--- src/rtl/can_msgbuf_pkg.sv ---
// Package: shared constants and the page register layout for the
// message buffer window. Assumes byte-wide buffers of eight entries.
package can_msgbuf_pkg;
    localparam int DATA_W    = 8;
    localparam int BUF_BYTES = 8;
    localparam int IDX_W     = $clog2(BUF_BYTES);
    localparam int OBJ_W     = 4;
    localparam int MAX_OBJ   = 6;

    // Page register: object number, hold (stepping disabled), byte index.
    typedef struct packed {
        logic [OBJ_W-1:0] obj;
        logic             hold;
        logic [IDX_W-1:0] idx;
    } page_t;

    localparam logic [OBJ_W-1:0] OBJ_MASK = {1'b0, {(OBJ_W-1){1'b1}}};
    localparam logic             SEL_PAGE = 1'b0;
    localparam logic             SEL_DATA = 1'b1;
endpackage

--- src/rtl/can_msgbuf_page.sv ---
// Module: page register. It holds the object select, the hold bit and the
// byte index. A bus write loads all fields, with the top object bit
// forced to zero. Otherwise each data access steps the index unless hold
// is set. Assumes a page write and a data access never coincide.
module can_msgbuf_page
    import can_msgbuf_pkg::*;
(
    input  logic              clk,
    input  logic              rst_n,
    input  logic              page_wr,
    input  logic [DATA_W-1:0] wdata,
    input  logic              data_acc,
    output page_t             page
);
    page_t loaded;

    // Decode the written byte into fields, masking the reserved object bit.
    always_comb begin
        loaded      = page_t'(wdata);
        loaded.obj  = wdata[DATA_W-1 -: OBJ_W] & OBJ_MASK;
    end

    // Register update: reset, direct load, or index step.
    always_ff @(posedge clk) begin
        if (!rst_n) begin
            page <= '0;
        end else if (page_wr) begin
            page <= loaded;
        end else if (data_acc && !page.hold) begin
            page.idx <= page.idx + 1'b1;
        end
    end
endmodule

--- src/rtl/can_msgbuf_ram.sv ---
// Module: data RAM shared by all object buffers. It has a synchronous
// write and an asynchronous read. The contents are not reset.
module can_msgbuf_ram #(
    parameter int DEPTH = 48,
    parameter int WIDTH = 8,
    localparam int AW   = $clog2(DEPTH)
) (
    input  logic             clk,
    input  logic             we,
    input  logic [AW-1:0]    addr,
    input  logic [WIDTH-1:0] wdata,
    output logic [WIDTH-1:0] rdata
);
    logic [WIDTH-1:0] mem [DEPTH];

    // Store one byte on a write strobe.
    always_ff @(posedge clk) begin
        if (we) mem[addr] <= wdata;
    end

    // Present the addressed byte.
    assign rdata = mem[addr];
endmodule

--- src/rtl/can_msgbuf_window.sv ---
// Module: host access window into the per-object data buffers.
// Address 0 is the page register and address 1 is the data port. The data
// port reaches byte (object * BUF_BYTES + index). Objects at or above
// NUM_OBJ are closed: writes are dropped and reads return zero.
// Assumes the host does not strobe read and write to different registers
// in the same cycle.
module can_msgbuf_window
    import can_msgbuf_pkg::*;
#(
    parameter int NUM_OBJ = MAX_OBJ,
    localparam int DEPTH  = NUM_OBJ * BUF_BYTES,
    localparam int AW     = $clog2(DEPTH)
) (
    input  logic              clk,
    input  logic              rst_n,
    input  logic              bus_addr,
    input  logic              bus_wr,
    input  logic              bus_rd,
    input  logic [DATA_W-1:0] bus_wdata,
    output logic [DATA_W-1:0] bus_rdata
);
    page_t             page_q;
    logic              page_wr;
    logic              data_acc;
    logic              obj_ok;
    logic              ram_we;
    logic [AW-1:0]     ram_addr;
    logic [DATA_W-1:0] ram_rdata;

    // Bus decode and buffer address formation.
    always_comb begin
        page_wr  = bus_wr && (bus_addr == SEL_PAGE);
        data_acc = (bus_wr || bus_rd) && (bus_addr == SEL_DATA);
        obj_ok   = 32'(page_q.obj) < NUM_OBJ;
        ram_we   = bus_wr && (bus_addr == SEL_DATA) && obj_ok;
        ram_addr = AW'(32'(page_q.obj) * BUF_BYTES + 32'(page_q.idx));
    end

    can_msgbuf_page u_page (
        .clk      (clk),
        .rst_n    (rst_n),
        .page_wr  (page_wr),
        .wdata    (bus_wdata),
        .data_acc (data_acc),
        .page     (page_q)
    );

    can_msgbuf_ram #(.DEPTH(DEPTH), .WIDTH(DATA_W)) u_ram (
        .clk   (clk),
        .we    (ram_we),
        .addr  (ram_addr),
        .wdata (bus_wdata),
        .rdata (ram_rdata)
    );

    // Read mux: page register, buffer byte, or zero for a closed object.
    always_comb begin
        if (!bus_rd)                   bus_rdata = '0;
        else if (bus_addr == SEL_PAGE) bus_rdata = page_q;
        else if (obj_ok)               bus_rdata = ram_rdata;
        else                           bus_rdata = '0;
    end
endmodule

--- config.mk ---
export PLATFORM = sky130hd
export DESIGN_NAME = can_msgbuf_window
export DESIGN_NICKNAME = d
export VERILOG_FILES = /design/src/rtl/can_msgbuf_pkg.sv /design/src/rtl/can_msgbuf_page.sv /design/src/rtl/can_msgbuf_ram.sv /design/src/rtl/can_msgbuf_window.sv
export SDC_FILE = /design/constraint.sdc
export NUM_CORES = 1
export LEC_CHECK = 0
export BUFFER_PORTS_ARGS = -buffer_cell sky130_fd_sc_hd__buf_2
export CAP_MARGIN = 20
export CORE_UTILIZATION = 35
export CTS_CLUSTER_DIAMETER = 150
export DETAILED_ROUTE_END_ITERATION = 10
export PLACE_DENSITY = 0.59
export SYNTH_ARGS = -nofsm -noshare
export SYNTH_HDL_FRONTEND = slang
export SYNTH_SLANG_ARGS = --single-unit
--- constraint.sdc ---
create_clock -name clk -period 2.8 [get_ports clk]
set_input_delay 0.28 -clock clk [delete_from_list [all_inputs] [get_ports clk]]
set_output_delay 0.28 -clock clk [all_outputs]
set_load 0.005 [all_outputs]
==> run_results.csv, run 1 <==
group,metric,value,unit
worst_setup_path,cpMostUsedCell,"buf_12",
yosys,syn-instance-count,937,
die,ios,21,
clock_network,cts.clk_slew.worst_paths,0.06,ns
global_route,met3_usage,0.0315,
place,placed_cells,1586,
routing,vias,9393,
worst_setup_path,slowest_delay,0.39,ns
clock_network,worstSkewPairLatency,0.53,ns
timing,slew_headroom,0.235,
routing,routedWlPerCell,25.5,um
timing,drv_slew,0,
power_and_ir_drop,power-per-cell-area,682,nW/um^2
yosys,synth.distinct_cells,59,
routing,drtIter0Drc,1168,
worst_setup_path,cp_cell_sequence,"buf_12 > and2_4 > buf_12 > a221oi_2 > nor2_2 > o21ai_1 > nand4_1 > a211o_1 > buf_2",
worst_setup_path,crit_family,"compound AO/OA/AOI/OAI gates",
routing,drc,0,
die,die_area,45100,sq um
yosys,synth_top_family_by_area,"compound AO/OA/AOI/OAI gates",
yosys,ys_seq_area_frac,0.753,
finish,final_util,0.439,
routing,dr.pass1.iters,7,
worst_setup_path,critPathRequiredTime,2.52,ns
power_and_ir_drop,p_total,13.0,mW
yosys,synth_top_flop_cell,"edfxtp_1",
timing,finalSetupViolCount,8,
yosys,synth.area.mux_share,0.0671,
place,dp_hpwl,26.8,mm
timing,max_freq,333,MHz
worst_setup_path,cp_data_arrival_time,2.72,ns
die,start_util,0.357,
finish,syn_to_final_growth,22.7,%
power_and_ir_drop,vdd_drop_max,0.000342,V
worst_setup_path,cp_num_cells,9,
yosys,yosys_warnings,0,
global_route,grt_pass1_wl,62.8,mm
clock_network,htree_levels,2,
yosys,synth_xor_area_frac,0.00113,
timing,fin_crit_sh,1.07,
yosys,synth_nets,951,
worst_hold_path,hold_path.class,"in2reg",
worst_setup_path,crit_slowest_cell,"dfxtp_4",
place,numPortBuffers,20,
yosys,synth-simple-area-share,0.0548,
worst_setup_path,worstSetupPathType,"reg2out",
routing,vias_per_cell,5.56,
global_route,gr-total-overflow,0,
die,die_y,212,um
routing,routed_wl,43.1,mm
timing,max_slew.worst_pin.slew,1.15,ns
timing,worst_slack,-0.204,ns
clock_network,root_buffer,"clkbuf_16",
yosys,synth_fa_ha_area_frac,0.000807,
global_route,top_usage_layer,"met2",
global_route,first_global_vias,9356,
die,fp-row-count,76,
yosys,ys_async_sr_fraction,0,
worst_setup_path,rr_worst_depth,5,
job,drv_cap,0,
worst_setup_path,start_kind,"flop",
finish,final_cells,1689,
outcome,status,"finished with violations",
worst_setup_path,critPathCaptureType,"output pin",
global_route,use_met2,0.312,
timing,rsz0062_at_grt,"true",
outcome,failed_checks,"negative setup slack",
clock_network,cts_hold_buf,0,
global_route,grt_max_degree,50,
clock_network,clockBufferDepth,3,
finish,drive_gt1_frac,0.290,
global_route,antenna_found_initial,0,
clock_network,cts_sinks,391,
yosys,synthesis.area,15500,sq um
timing,hold_viol,0,
global_route,grt_use_total,0.192,
yosys,synth_compound_area_frac,0.101,
worst_setup_path,cp_max_fo,11,
clock_network,numCtsBuffers,41,
clock_network,cts_tree,"done",
worst_setup_path,cp_num_buf_inv,3,
place,gp_congestion,0.904,
finish,n_antenna_cell,0,
die,core-area,43400,sq um
yosys,synth-edff-count,384,
die,fp.dieW,212,um
finish,layout.nets,1091,
power_and_ir_drop,leakagePower,6.17,nW
timing,fin_skew,0.00917,ns
timing,period_needed,3.00,ns
worst_setup_path,r2r_slack,0.47,ns
yosys,avgSynthCellArea,16.5,sq um
routing,final_antenna_net_count,0,
yosys,synth_seq_cells,391,
global_route,grt_use_met1,0.267,
worst_hold_path,hold_depth,2,
==> cell families (layout without fill, tap and decap cells) <==
family | count (synthesis) | count (layout)
and+or+nand+nor | 192 | 192
DFF | 391 | 391
muxes | 78 | 78
adders and majority gates | 1 | 1
AOI/OAI and AO/OA | 205 | 205
xor gates and xnor gates | 2 | 2
buffers and inverters | 68 | 235
==> synthesized netlist by cell type (13+ instances only) <==
| library cell | n | area [sq um] |
|---|---|---|
| a21oi_1 | 22 | 110 |
| a221oi_1 | 64 | 561 |
| a22oi_1 | 18 | 135 |
| buf_2 | 28 | 140 |
| clkbuf_1 | 23 | 86.3 |
| edfxtp_1 | 384 | 11500 |
| mux2_2 | 15 | 169 |
| mux2i_1 | 42 | 420 |
| mux4_2 | 19 | 428 |
| nand2_1 | 47 | 176 |
| nand3_1 | 14 | 70.1 |
| nor2_1 | 80 | 300 |
| nor3_1 | 19 | 95.1 |
| o21ai_0 | 21 | 105 |
| o22ai_1 | 13 | 81.3 |
==> worst paths after layout <==
| kind | startpoint | end |
|---|---|---|
| worst max register to register | u_page.page[6] | u_ram.mem[21][5] |
| worst max-delay path | u_page.page[0] | bus_rdata[3] |
| worst min register to register | u_page.page[3] | u_page.page[3] |
| worst min-delay path | rst_n | u_page.page[0] |
==> final cells by class <==
class	count	area (sq um)
fill	3839	24300
clock inverter	15	121
clock buffer	55	1120
multi-input combinational	478	3860
sequential	391	11700
tap	585	732
timing repair buffer	161	1480
inverter	4	15.0
==> layout by cell type (no fill, tap or decap), types with 13 or more instances in the layout <==
master and n:
a221oi_2 24, a21oi_1 20, buf_2 20, nor3_1 17, nand2_1 46, mux2_2 14
mux2i_1 39, nor2_1 75, o21ai_1 13, buf_12 14, buf_4 113, edfxtp_1 384
clkbuf_16 45, mux4_2 19, a221oi_1 40, a22oi_1 16
==> power by group <==
| group | switching (mW) | internal, mW |
|---|---|---|
| combinational | 0.821 | 0.560 |
| clock | 2.13 | 2.98 |
| sequential | 0.0258 | 6.46 |
| total | 2.97 | 10.0 |
==> flip-flops by register name, indices dropped and copies added (netlist names) <==
name	flops
u_ram.mem	384
u_page.page	7
==> timing repair <==
| action | in CTS | in global routing |
|---|---|---|
| buffers inserted | 20 | 10 |
| setup endpoints to repair | 8 | 8 |
| resized for setup | 78 | 31 |
| gates cloned | 2 | 2 |
| pin swaps | 14 | 12 |
==> stage by stage <==
| step | TNS, ns | worst slack, ns | hold slack (ns) | instance area, sq um |
|---|---|---|---|---|
| after CTS | -1.32 | -0.225 | 0.0205 | 18700 |
| after detailed placement | 0 | 0.130 | 0.572 | 16900 |
| final | -1.26 | -0.204 | 0.0369 | 19000 |
| after global placement | 0 | 0.127 | 0.517 | 16900 |
| after floorplan | 0 | 0.402 | 0.379 | 15500 |
| after global routing | -1.87 | -0.297 | 0.0337 | 19000 |
==> layer usage <==
metal  routed length, um  share of wire
met1               18400           0.43
met2               20400           0.47
met3                3290          0.076
met4                 929          0.022
met5                   0              0
(Power assumes the default switching activity.)
==> run 2: changes to the inputs <==
--- a/config.mk
+++ b/config.mk
@@ -5,11 +5,11 @@
 export SDC_FILE = /design/constraint.sdc
 export NUM_CORES = 1
 export LEC_CHECK = 0
-export BUFFER_PORTS_ARGS = -buffer_cell sky130_fd_sc_hd__buf_2
 export CAP_MARGIN = 20
 export CORE_UTILIZATION = 35
 export CTS_CLUSTER_DIAMETER = 150
 export DETAILED_ROUTE_END_ITERATION = 10
+export DONT_BUFFER_PORTS = 1
 export PLACE_DENSITY = 0.59
 export SYNTH_ARGS = -nofsm -noshare
 export SYNTH_HDL_FRONTEND = slang
==> constraint.sdc (replaced) <==
create_clock -name clk -period 3.2 [get_ports clk]
set_input_delay 0.32 -clock clk [delete_from_list [all_inputs] [get_ports clk]]
set_output_delay 0.32 -clock clk [all_outputs]
set_load 0.005 [all_outputs]
==> run 2 against run 1 <==
The run now ends clean. Critical path depth is 3 lower. Via count shrank 0.48%. Design area shrank 2.7%. Sequential share of layout area up 1.7 points. Clock-buffer cell count shrank 3. Core utilization is 1.2 points lower. Flip-flop and latch count unchanged. Clock power is 8.4% lower. Combinational power fell by 24%. Worst hold slack got worse by 0.0029 ns. Non-clock buffer count fell by 35.
==> run_results.csv, run 2 (synthesis gave the netlist of run 1 again) <==
group,metric,value,unit
routing,routedWlPerCell,26.3,um
clock_network,worstSkewPairLatency,0.55,ns
worst_setup_path,start_kind,"flop",
routing,vias_per_cell,5.63,
place,place_area,16700,sq um
clock_network,cts.clk_slew.worst_paths,0.06,ns
finish,n_antenna_cell,0,
global_route,grt_max_degree,50,
worst_setup_path,slowest_delay,0.57,ns
die,fp.dieW,212,um
global_route,gr-total-overflow,0,
worst_setup_path,cp_max_fo,20,
worst_setup_path,cp_num_buf_inv,1,
die,start_util,0.357,
place,gp_congestion,0.965,
finish,final_cells,1660,
timing,fin_skew,0.0196,ns
worst_hold_path,hold_depth,3,
timing,drv_slew,0,
worst_setup_path,rr_worst_depth,5,
timing,hold_viol,0,
clock_network,cts_tree,"done",
timing,fin_crit_sh,0.986,
routing,final_antenna_net_count,0,
finish,register_area,11700,sq um
finish,final_common_cell,"edfxtp_1",
global_route,grt_pass1_wl,63.6,mm
die,ios,21,
clock_network,cts_sinks,391,
routing,drc,0,
finish,syn_to_final_growth,19.4,%
die,fp-row-count,76,
clock_network,numCtsBuffers,42,
die,core-area,43400,sq um
finish,layout_common_cells,"edfxtp_1, buf_4, nor2_1",
place,placed_cells,1557,
timing,period_needed,3.16,ns
timing,slew_headroom,0.572,
finish,regMostFlops,"u_ram.mem",
worst_setup_path,crit_slowest_cell,"or4_4",
finish,design_area,18500,sq um
finish,largest_register_ffs,384,
die,die_area,45100,sq um
clock_network,root_buffer,"clkbuf_16",
finish,largestRegisters,"u_ram.mem x384, u_page.page x7",
timing,rsz0062_at_grt,"false",
timing,max_slew.worst_pin.slew,0.638,ns
routing,vias,9348,
power_and_ir_drop,vdd_drop_max,0.000426,V
power_and_ir_drop,leakagePower,5.94,nW
routing,drtIter0Drc,1213,
power_and_ir_drop,power-per-cell-area,616,nW/um^2
finish,nFillCells,3899,
job,drv_cap,0,
worst_setup_path,cp_data_arrival_time,2.84,ns
worst_setup_path,cp_num_cells,6,
worst_setup_path,critPathCaptureType,"output pin",
routing,routed_wl,43.7,mm
outcome,status,"complete, no violations",
finish,multi_input_area,3580,sq um
timing,tns,0,ns
worst_setup_path,cp_cell_sequence,"buf_12 > mux4_2 > and2_1 > a211oi_2 > nor3_1 > or4_4",
timing,max_freq,317,MHz
die,die_y,212,um
finish,layout.nets,1057,
worst_setup_path,critPathRequiredTime,2.88,ns
timing,finalSetupViolCount,0,
place,numPortBuffers,0,
global_route,grt_use_total,0.195,
worst_setup_path,worstSetupPathType,"reg2out",
global_route,first_global_vias,9338,
clock_network,htree_levels,2,
worst_setup_path,r2r_slack,0.74,ns
finish,drive_gt1_frac,0.233,
clock_network,clockBufferDepth,3,
global_route,antenna_found_initial,1,
worst_hold_path,hold_path.class,"in2reg",
worst_setup_path,crit_family,"simple AND/OR/NAND/NOR gates",
routing,dr.pass1.iters,5,
place,dp_hpwl,26.8,mm
power_and_ir_drop,p_total,11.4,mW
run 2: worst paths after layout:
| kind | start | end |
|---|---|---|
| setup reg to reg | u_page.page[5] | u_ram.mem[32][2] |
| setup / recovery | u_page.page[0] | bus_rdata[2] |
| hold reg to reg | u_page.page[3] | u_page.page[3] |
| hold / removal | bus_addr | u_page.page[6] |
run 2: what timing repair did:
action / in CTS / in global routing
gates resized for setup: 14 / 17
hold endpoints to repair: 391 / 0
hold buffers: 9 / 0
cloned: 0 / 1
setup endpoints to repair: 8 / 8
buffers inserted: 12 / 5
pin swaps: 2 / 1
run 2: layer usage:
layer	share of wire	up-vias	routed length (um)	global-route usage
met5	0.00030	-	13	0
met4	0.037	2	1600	0.0729
met3	0.084	102	3660	0.0409
met2	0.46	473	20100	0.305
met1	0.42	4746	18300	0.267
li1	-	4025	-	-
run 2: worst reg2reg max path, cell delays in order, from the launching register on:
cell	delay, ns
dfxtp_1	0.46
nand2_1	0.18
nand3_1	0.30
or3_1	0.55
nor4_1	0.38
buf_4	0.28
run 2: power by group:
group	switching [mW]	internal, mW
Sequential	0.0280	5.64
Clock	1.96	2.71
Combinational	0.653	0.396
Total	2.64	8.75
run 2: layout make-up:
class	count	area share
clock buffer	52	0.0600
timing repair buffer	126	0.0634
tap	585	0.0396
multi-input combinational	478	0.193
sequential	391	0.632
clock inverter	24	0.0112
inverter	4	0.000812
run 2: metrics by stage:
step / hold WS, ns / setup WS (ns) / util
global route: 0.0871 / 0.00385 / 0.427
detailed placement: 0.423 / 0.265 / 0.385
finish: 0.0341 / 0.0443 / 0.427
global placement: 0.424 / 0.255 / 0.385
CTS: 0.0170 / 0.00397 / 0.424
floorplan: 0.419 / 0.769 / -
